**config.mk**
```make
export PLATFORM = sky130hd
export DESIGN_NAME = sdadc_serial_port
export DESIGN_NICKNAME = d
export VERILOG_FILES = /design/src/rtl/sdadc_sp_pkg.sv /design/src/rtl/sdadc_sp_sync_edge.sv /design/src/rtl/sdadc_sp_result.sv /design/src/rtl/sdadc_sp_regs.sv /design/src/rtl/sdadc_serial_port.sv
export SDC_FILE = /design/constraint.sdc
export NUM_CORES = 1
export LEC_CHECK = 0
export CAP_MARGIN = 20
export CORE_AREA = 2 2 212 214
export CTS_BUF_LIST = sky130_fd_sc_hd__clkbuf_4 sky130_fd_sc_hd__clkbuf_8
export CTS_CLUSTER_SIZE = 24
export DETAILED_ROUTE_END_ITERATION = 8
export DIE_AREA = 0 0 214 216
export SYNTH_ARGS = -nofsm -noshare
export SYNTH_HDL_FRONTEND = slang
export SYNTH_HIERARCHICAL = 1
export SYNTH_SLANG_ARGS = --single-unit
```
**constraint.sdc**
```tcl
create_clock -name clk -period 7.6 [get_ports clk]
set_input_delay 0.76 -clock clk [delete_from_list [all_inputs] [get_ports clk]]
set_output_delay 0.76 -clock clk [all_outputs]
set_load 0.02 [all_outputs]
```
**src/rtl/sdadc_sp_pkg.sv**
```systemverilog
package sdadc_sp_pkg;

    localparam int RES_W  = 24;
    localparam int CHAN_W = 3;
    localparam int WORD_W = 32;
    localparam int LEN_W  = $clog2(WORD_W + 1);

    localparam logic [2:0] A_STAT = 3'd0;
    localparam logic [2:0] A_MODE = 3'd1;
    localparam logic [2:0] A_CONF = 3'd2;
    localparam logic [2:0] A_DATA = 3'd3;
    localparam logic [2:0] A_ID   = 3'd4;
    localparam logic [2:0] A_GPO  = 3'd5;
    localparam logic [2:0] A_OFFS = 3'd6;
    localparam logic [2:0] A_FS   = 3'd7;

    localparam int         STAT_APPEND_BIT = 20;
    localparam logic [7:0] EXIT_CMD        = 8'h58;

    typedef enum logic [1:0] {
        ST_CMD  = 2'd0,
        ST_WR   = 2'd1,
        ST_RD   = 2'd2,
        ST_CONT = 2'd3
    } sp_state_e;

    typedef struct packed {
        logic       wen_n;
        logic       rd;
        logic [2:0] addr;
        logic       cont;
        logic [1:0] spare;
    } cmd_t;

    typedef struct packed {
        logic [RES_W-1:0]  value;
        logic              err;
        logic              noref;
        logic [CHAN_W-1:0] chan;
    } result_t;

    function automatic logic [LEN_W-1:0] rd_len(input logic [2:0] a, input logic app);
        case (a)
            A_STAT, A_ID, A_GPO: rd_len = LEN_W'(8);
            A_DATA:              rd_len = app ? LEN_W'(32) : LEN_W'(24);
            default:             rd_len = LEN_W'(24);
        endcase
    endfunction

    function automatic logic [LEN_W-1:0] wr_len(input logic [2:0] a);
        case (a)
            A_STAT:       wr_len = LEN_W'(0);
            A_ID, A_GPO:  wr_len = LEN_W'(8);
            default:      wr_len = LEN_W'(24);
        endcase
    endfunction

    function automatic logic writable(input logic [2:0] a);
        writable = (a == A_MODE) || (a == A_CONF) || (a == A_GPO) ||
                   (a == A_OFFS) || (a == A_FS);
    endfunction

    function automatic logic [7:0] pack_status(input logic rdy_n, input result_t r);
        pack_status = {rdy_n, r.err, r.noref, ^r.value, 1'b0, r.chan};
    endfunction

endpackage

```
**src/rtl/sdadc_sp_sync_edge.sv**
```systemverilog
module sdadc_sp_sync_edge #(
    parameter int RESET_ONES = 40
) (
    input  logic clk,
    input  logic rst,
    input  logic sclk,
    input  logic cs_n,
    input  logic mosi,
    output logic cs_s,
    output logic bit_s,
    output logic rise,
    output logic fall,
    output logic serial_rst
);
    localparam int OW = $clog2(RESET_ONES + 1);

    logic [2:0]    sclk_p;
    logic [1:0]    cs_p;
    logic [1:0]    mosi_p;
    logic [OW-1:0] ones_q;

    always_ff @(posedge clk) begin
        if (rst) begin
            sclk_p <= 3'b111;
            cs_p   <= 2'b11;
            mosi_p <= 2'b00;
        end else begin
            sclk_p <= {sclk_p[1:0], sclk};
            cs_p   <= {cs_p[0], cs_n};
            mosi_p <= {mosi_p[0], mosi};
        end
    end

    assign cs_s  = cs_p[1];
    assign bit_s = mosi_p[1];
    assign rise  = sclk_p[1] & ~sclk_p[2] & ~cs_s;
    assign fall  = ~sclk_p[1] & sclk_p[2] & ~cs_s;

    // Run length of consecutive ones, saturating at the threshold
    always_ff @(posedge clk) begin
        if (rst || cs_s) begin
            ones_q <= '0;
        end else if (rise) begin
            if (!bit_s)
                ones_q <= '0;
            else if (ones_q != OW'(RESET_ONES))
                ones_q <= ones_q + 1'b1;
        end
    end

    assign serial_rst = rise & bit_s & (ones_q == OW'(RESET_ONES - 1));

endmodule

```
**src/rtl/sdadc_sp_result.sv**
```systemverilog
module sdadc_sp_result
    import sdadc_sp_pkg::*;
(
    input  logic    clk,
    input  logic    rst,
    input  logic    conv_valid,
    input  result_t conv_res,
    input  logic    take,
    output result_t res_q,
    output logic    rdy_n
);
    always_ff @(posedge clk) begin
        if (rst) begin
            res_q <= '0;
            rdy_n <= 1'b1;
        end else begin
            if (conv_valid)
                res_q <= conv_res;
            if (conv_valid)
                rdy_n <= 1'b0;
            else if (take)
                rdy_n <= 1'b1;
        end
    end
endmodule

```
**src/rtl/sdadc_sp_regs.sv**
```systemverilog
module sdadc_sp_regs
    import sdadc_sp_pkg::*;
#(
    parameter logic [23:0] MODE_DEF = 24'h080060,
    parameter logic [23:0] CONF_DEF = 24'h000117,
    parameter logic [23:0] OFFS_DEF = 24'h800000,
    parameter logic [23:0] FS_DEF   = 24'h5A1C00,
    parameter logic [7:0]  GPO_DEF  = 8'h00
) (
    input  logic        clk,
    input  logic        rst,
    input  logic        serial_rst,
    input  logic        we,
    input  logic [2:0]  waddr,
    input  logic [23:0] wdata,
    output logic [23:0] mode_q,
    output logic [23:0] conf_q,
    output logic [23:0] offs_q,
    output logic [23:0] fs_q,
    output logic [7:0]  gpo_q
);
    always_ff @(posedge clk) begin
        if (rst) begin
            mode_q <= MODE_DEF;
            conf_q <= CONF_DEF;
            offs_q <= OFFS_DEF;
            fs_q   <= FS_DEF;
            gpo_q  <= GPO_DEF;
        end else if (serial_rst) begin
            mode_q <= MODE_DEF;
            conf_q <= CONF_DEF;
        end else if (we) begin
            case (waddr)
                A_MODE:  mode_q <= wdata;
                A_CONF:  conf_q <= wdata;
                A_OFFS:  offs_q <= wdata;
                A_FS:    fs_q   <= wdata;
                A_GPO:   gpo_q  <= wdata[7:0];
                default: ;
            endcase
        end
    end
endmodule

```
**src/rtl/sdadc_serial_port.sv**
```systemverilog
module sdadc_serial_port
    import sdadc_sp_pkg::*;
#(
    parameter int          RESET_ONES = 40,
    parameter logic [7:0]  DEV_ID     = 8'hA0,
    parameter logic [23:0] MODE_DEF   = 24'h080060,
    parameter logic [23:0] CONF_DEF   = 24'h000117,
    parameter logic [23:0] OFFS_DEF   = 24'h800000,
    parameter logic [23:0] FS_DEF     = 24'h5A1C00,
    parameter logic [7:0]  GPO_DEF    = 8'h00
) (
    input  logic        clk,
    input  logic        rst,
    input  logic        sclk,
    input  logic        cs_n,
    input  logic        mosi,
    output logic        miso,
    input  logic        conv_valid,
    input  logic [23:0] conv_data,
    input  logic        conv_err,
    input  logic        conv_noref,
    input  logic [2:0]  conv_chan
);
    logic cs_s, bit_s, rise, fall, serial_rst;
    logic take, we, rdy_n;
    result_t res_q, conv_res;
    logic [23:0] mode_q, conf_q, offs_q, fs_q;
    logic [7:0]  gpo_q;

    sp_state_e         state;
    logic [LEN_W-1:0]  bitcnt, len;
    logic [7:0]        sh8;
    logic [22:0]       wsh;
    logic [WORD_W-1:0] tx;
    logic              miso_r, cont_q;
    logic [2:0]        cmd_addr;

    cmd_t              cmd_now;
    logic              app;
    logic [7:0]        stat;
    logic [WORD_W-1:0] rd_word, data_word;
    logic              cmd_done, rd_last, wr_last;

    assign conv_res = '{value: conv_data, err: conv_err, noref: conv_noref, chan: conv_chan};

    sdadc_sp_sync_edge #(.RESET_ONES(RESET_ONES)) u_edge (
        .clk, .rst, .sclk, .cs_n, .mosi,
        .cs_s, .bit_s, .rise, .fall, .serial_rst
    );

    sdadc_sp_result u_res (
        .clk, .rst, .conv_valid, .conv_res, .take, .res_q, .rdy_n
    );

    sdadc_sp_regs #(
        .MODE_DEF(MODE_DEF), .CONF_DEF(CONF_DEF), .OFFS_DEF(OFFS_DEF),
        .FS_DEF(FS_DEF), .GPO_DEF(GPO_DEF)
    ) u_regs (
        .clk, .rst, .serial_rst, .we, .waddr(cmd_addr), .wdata({wsh, bit_s}),
        .mode_q, .conf_q, .offs_q, .fs_q, .gpo_q
    );

    // Read payload, left-aligned in a 32-bit word
    assign cmd_now   = cmd_t'({sh8[6:0], bit_s});
    assign app       = mode_q[STAT_APPEND_BIT];
    assign stat      = pack_status(rdy_n, res_q);
    assign data_word = app ? {res_q.value, stat} : {res_q.value, 8'h00};

    always_comb begin
        case (cmd_now.addr)
            A_STAT:  rd_word = {stat, 24'h0};
            A_MODE:  rd_word = {mode_q, 8'h0};
            A_CONF:  rd_word = {conf_q, 8'h0};
            A_DATA:  rd_word = data_word;
            A_ID:    rd_word = {DEV_ID, 24'h0};
            A_GPO:   rd_word = {gpo_q, 24'h0};
            A_OFFS:  rd_word = {offs_q, 8'h0};
            default: rd_word = {fs_q, 8'h0};
        endcase
    end

    assign cmd_done = rise && (state == ST_CMD) && (bitcnt == LEN_W'(7));
    assign rd_last  = rise && (state == ST_RD) && (bitcnt == len - 1'b1);
    assign wr_last  = rise && (state == ST_WR) && (bitcnt == len - 1'b1);

    assign take = (cmd_done && !cmd_now.wen_n && cmd_now.rd &&
                   cmd_now.addr == A_DATA && !cmd_now.cont) ||
                  (fall && state == ST_CONT && !rdy_n);
    assign we   = wr_last && writable(cmd_addr) && !serial_rst;

    always_ff @(posedge clk) begin
        if (rst) begin
            state    <= ST_CMD;
            bitcnt   <= '0;
            len      <= '0;
            sh8      <= '0;
            wsh      <= '0;
            tx       <= '0;
            miso_r   <= 1'b1;
            cont_q   <= 1'b0;
            cmd_addr <= '0;
        end else if (serial_rst) begin
            state  <= ST_CMD;
            bitcnt <= '0;
            cont_q <= 1'b0;
        end else if (cs_s) begin
            bitcnt <= '0;
            state  <= cont_q ? ST_CONT : ST_CMD;
        end else begin
            case (state)
                ST_CMD: if (rise) begin
                    sh8 <= cmd_now;
                    if (cmd_done) begin
                        bitcnt   <= '0;
                        cmd_addr <= cmd_now.addr;
                        if (!cmd_now.wen_n) begin
                            if (cmd_now.rd) begin
                                if (cmd_now.addr == A_DATA && cmd_now.cont) begin
                                    cont_q <= 1'b1;
                                    state  <= ST_CONT;
                                end else begin
                                    tx    <= rd_word;
                                    len   <= rd_len(cmd_now.addr, app);
                                    state <= ST_RD;
                                end
                            end else if (wr_len(cmd_now.addr) != '0) begin
                                len   <= wr_len(cmd_now.addr);
                                state <= ST_WR;
                            end
                        end
                    end else begin
                        bitcnt <= bitcnt + 1'b1;
                    end
                end
                ST_WR: if (rise) begin
                    wsh <= {wsh[21:0], bit_s};
                    if (wr_last) begin
                        bitcnt <= '0;
                        state  <= ST_CMD;
                    end else begin
                        bitcnt <= bitcnt + 1'b1;
                    end
                end
                ST_RD: begin
                    if (fall) begin
                        miso_r <= tx[WORD_W-1];
                        tx     <= tx << 1;
                    end
                    if (rise) begin
                        if (bitcnt < LEN_W'(8))
                            sh8 <= cmd_now;
                        if (rd_last) begin
                            bitcnt <= '0;
                            if (cont_q && sh8 != EXIT_CMD) begin
                                state <= ST_CONT;
                            end else begin
                                cont_q <= 1'b0;
                                state  <= ST_CMD;
                            end
                        end else begin
                            bitcnt <= bitcnt + 1'b1;
                        end
                    end
                end
                default: if (fall && !rdy_n) begin
                    miso_r <= data_word[WORD_W-1];
                    tx     <= data_word << 1;
                    len    <= rd_len(A_DATA, app);
                    bitcnt <= '0;
                    state  <= ST_RD;
                end
            endcase
        end
    end

    assign miso = cs_s ? 1'b1 : ((state == ST_RD) ? miso_r : rdy_n);

endmodule

```
==> qor.csv <==
metric,value,unit
most frequent cells in the layout,"dfxtp_1, nand2_1, mux2i_1",
min-delay worst type,reg2reg,
sequential-to-total area share from yosys stat,41.8,%
worst r2r src,u_edge/cs_p[1],
final instance area,12400,um2
HP Start,u_edge/cs_p[0],
Unique masters post-synth,79,
pins over their slew limit,0,
Post-Syn Area,10800,um2
PD cells,207,nW/um2
Hold Path End,u_edge/cs_p[1],
R2R cell count,8,
"reg-to-reg slack, setup",3.54,ns
Leak Pwr,0.00416,uW
Setup CP Type,reg2reg,
endpoints failing setup,0,
"most common cell after layout, fill and taps aside",dfxtp_1,
largest net degree at the start of global routing,106,
DRT Pass-1 Iters,7,
Die Area,46200,um2
chip width,214,um
Clock Pin Slew Worst Setup and Hold Paths,0.06,ns
total grt overflow,0,
Initial Util,24.7,%
Core ar.,43800,um2
RSZ-0062 raised after global routing,no,
number of buffers created by CTS,38,
routed vias,8836,
Post-synth EDFFs,0,
Hold Crit Depth,1,
final setup TNS,0,ns
"antenna viol nets, final",0,
clk sink count,226,
DP Area,11500,um2
Layout area overhead,14.2,%
clock root buffer,clkbuf_8,
row cnt,77,
H-tree levels,2,
post-DP HPWL,18900,um
Levels on crit path,8,
gr usage total,12.6,%
first-pass GRT wire length,47400,um
TritonCTS clock tree,yes,
outcome,completed,
share of layout cells above drive strength 1,11.4,%
CP Buf/Inv Count,1,
Max-Cap Viols,0,
Placed Instances,1770,
routed length per instance,16.1,um
maximum fanout along the worst path,13,
CP max-delay cell,nor4b_1,
Combinational Power Share,5.3,%
vias per inst,4.80,
Seq pwr share,47.3,%
prevailing post-synth register cell,dfxtp_1,
CP cell instances,nor3b_4 -> and3_1 -> nand4_1 -> nor4b_1 -> and3b_4 -> and3b_1 -> buf_4 -> mux2i_1,
minimum clock period after layout,4.06,ns
Fin. Hold Viols,0,
final instance count without filler cells,1841,
DRC Markers,0,
Critical Path AT,4.53,ns
Synth Instances,1220,
Internal,1980,uW
# hold bufs at CTS,0,
Fillers,4622,
buffers added on ports,35,
Tightest Pin Transition,1.09,ns
die height,216,um
switch share,23.0,%
initial antenna violation count,1,
clk_skew,0.0302,ns
endpoint type of the worst setup path,flop,
first-iteration detailed-routing DRC count,668,
Yosys warning total,6,
largest delay contributor family on the critical path,simple AND/OR/NAND/NOR gates,
# IOs,36,
mean post-synth cell area,8.87,um2
Max Freq,0.247,GHz
Clk pwr share,47.4,%
peak supply drop,0.0935,mV
vias in the first global route,8544,
critical path launch point type,flop,
final WL,29700,um
ys async rst share,0,%
post-CTS setup buffers,0,
Bufs on Longest Clock Path,3,
syn_nets,1264,
Placer Congestion,0.820,
Yosys reg bits,226,
nets,1263,
period utilisation layout,53.4,%
Resize count post-CTS,0,
"Clk Latency, worst-skew pair",0.56,ns
relative slew slack,26.9,%
Critical Path RT,8.07,ns
Max stage delay on crit path,0.80,ns
Psw,590,uW
Reg-to-Reg End,u_regs/offs_q[8],
-- sequential cells by signal (all words and copies together), names as in the netlist, 2 cells and up --
signal / count
u_edge/ones_q: 6
u_regs/fs_q: 24
u_edge/mosi_p: 2
bitcnt: 6
u_regs/gpo_q: 8
u_edge/cs_p: 2
u_edge/sclk_p: 3
u_regs/mode_q: 24
tx: 32
u_regs/offs_q: 24
wsh: 23
state: 2
len: 3
u_regs/conf_q: 24
cmd_addr: 3
u_res/res_q: 29
sh8: 8
-- metal layers --
metal	global-route usage, %	part of all wire [%]	up-vias
li1	-	-	4247
met5	0	0	-
met3	2.55	5.6	62
met1	16.4	46	4275
met4	5.34	2.6	0
met2	20.4	46	252
-- worst register-to-register path, delay by kind of cell, from the launching register on --
kind,cells,cell delay [ns]
AND/OR/NAND/NOR,6,2.91
buffers and inverters,1,0.43
flip-flops,1,0.42
multiplexers,1,0.24
-- power groups by stage --
| stage | Combinational, uW | Clock, uW | Sequential (uW) |
|---|---|---|---|
| 2_1_floorplan | 99.3 | 0 | 1230 |
| 3_3_place_gp | 135 | 0 | 1240 |
| 3_5_place_dp | 137 | 0 | 1240 |
| 4_1_cts | 138 | 1250 | 1210 |
| 5_1_grt | 147 | 1290 | 1220 |
| 6_report | 136 | 1220 | 1210 |
-- worst max-delay path by stage --
stage               slack [ns]           endpoint           start
floorplan                 4.77   u_regs/offs_q[3]  u_edge/cs_p[1]
global placement          3.79   u_regs/offs_q[3]  u_edge/cs_p[1]
detailed placement        3.67  u_regs/offs_q[19]  u_edge/cs_p[1]
CTS                       3.65  u_regs/offs_q[19]  u_edge/cs_p[1]
global route              3.27  u_regs/offs_q[19]  u_edge/cs_p[1]
finish                    3.54   u_regs/offs_q[8]  u_edge/cs_p[1]
-- cells in the mapped netlist, drive strengths merged (6+ instances only) --
cell	n	area share (%)
o221ai	8	0.65
inv	13	0.45
nand2b	77	4.4
nand2	192	6.7
mux2i	121	11
clkbuf	41	1.4
nor2b	7	0.40
or2	9	0.54
xor2	7	0.57
xnor2	20	1.7
dfxtp	226	42
a22oi	18	1.2
ha	9	1.0
nand3	28	1.5
nor2	121	4.2
nor3b	6	0.52
o22ai	15	0.92
o21ai	23	1.1
buf	51	4.0
a21oi	101	5.1
and3	7	0.42
mux2	11	1.1
a211oi	18	1.2
a311oi	17	1.4
a221oi	10	0.81
-- cell type report --
cell class | count | area [um2] | share of cell area, %
multi-input cells | 889 | 5700 | 46.1
flip-flops and latches | 226 | 4530 | 36.6
clock buffers | 61 | 771 | 6.23
well taps | 592 | 741 | 5.99
repair buffers | 51 | 483 | 3.90
clock inverters | 8 | 92.6 | 0.749
inverters | 13 | 48.8 | 0.395
diodes | 1 | 2.50 | 0.0202
-- kinds of logic (layout without fill, tap and decap cells) --
kind of cell               count (synthesis)  in the layout  share of synthesized area (%)
xor gates and xnor gates                  29             29                           2.67
other                                      0              1                              0
and+or+nand+nor                          478            478                           21.0
adders and majority gates                  9              9                           1.04
buffers and inverters                    105            133                           5.82
muxes                                    135            135                           13.0
DFF                                      226            226                           41.8
AOI/OAI and AO/OA                        238            238                           14.7
-- metrics by stage --
stage	hold WS, ns	utilization, %	setup slack (ns)	power [uW]
2_1_floorplan	0.389	-	4.77	1330
5_1_grt	0.425	28.2	3.27	2650
4_1_cts	0.418	28.2	3.65	2600
3_3_place_gp	0.409	26.2	3.79	1380
6_report	0.411	28.2	3.54	2570
3_5_place_dp	0.405	26.2	3.67	1380
(Power assumes the default switching activity.)
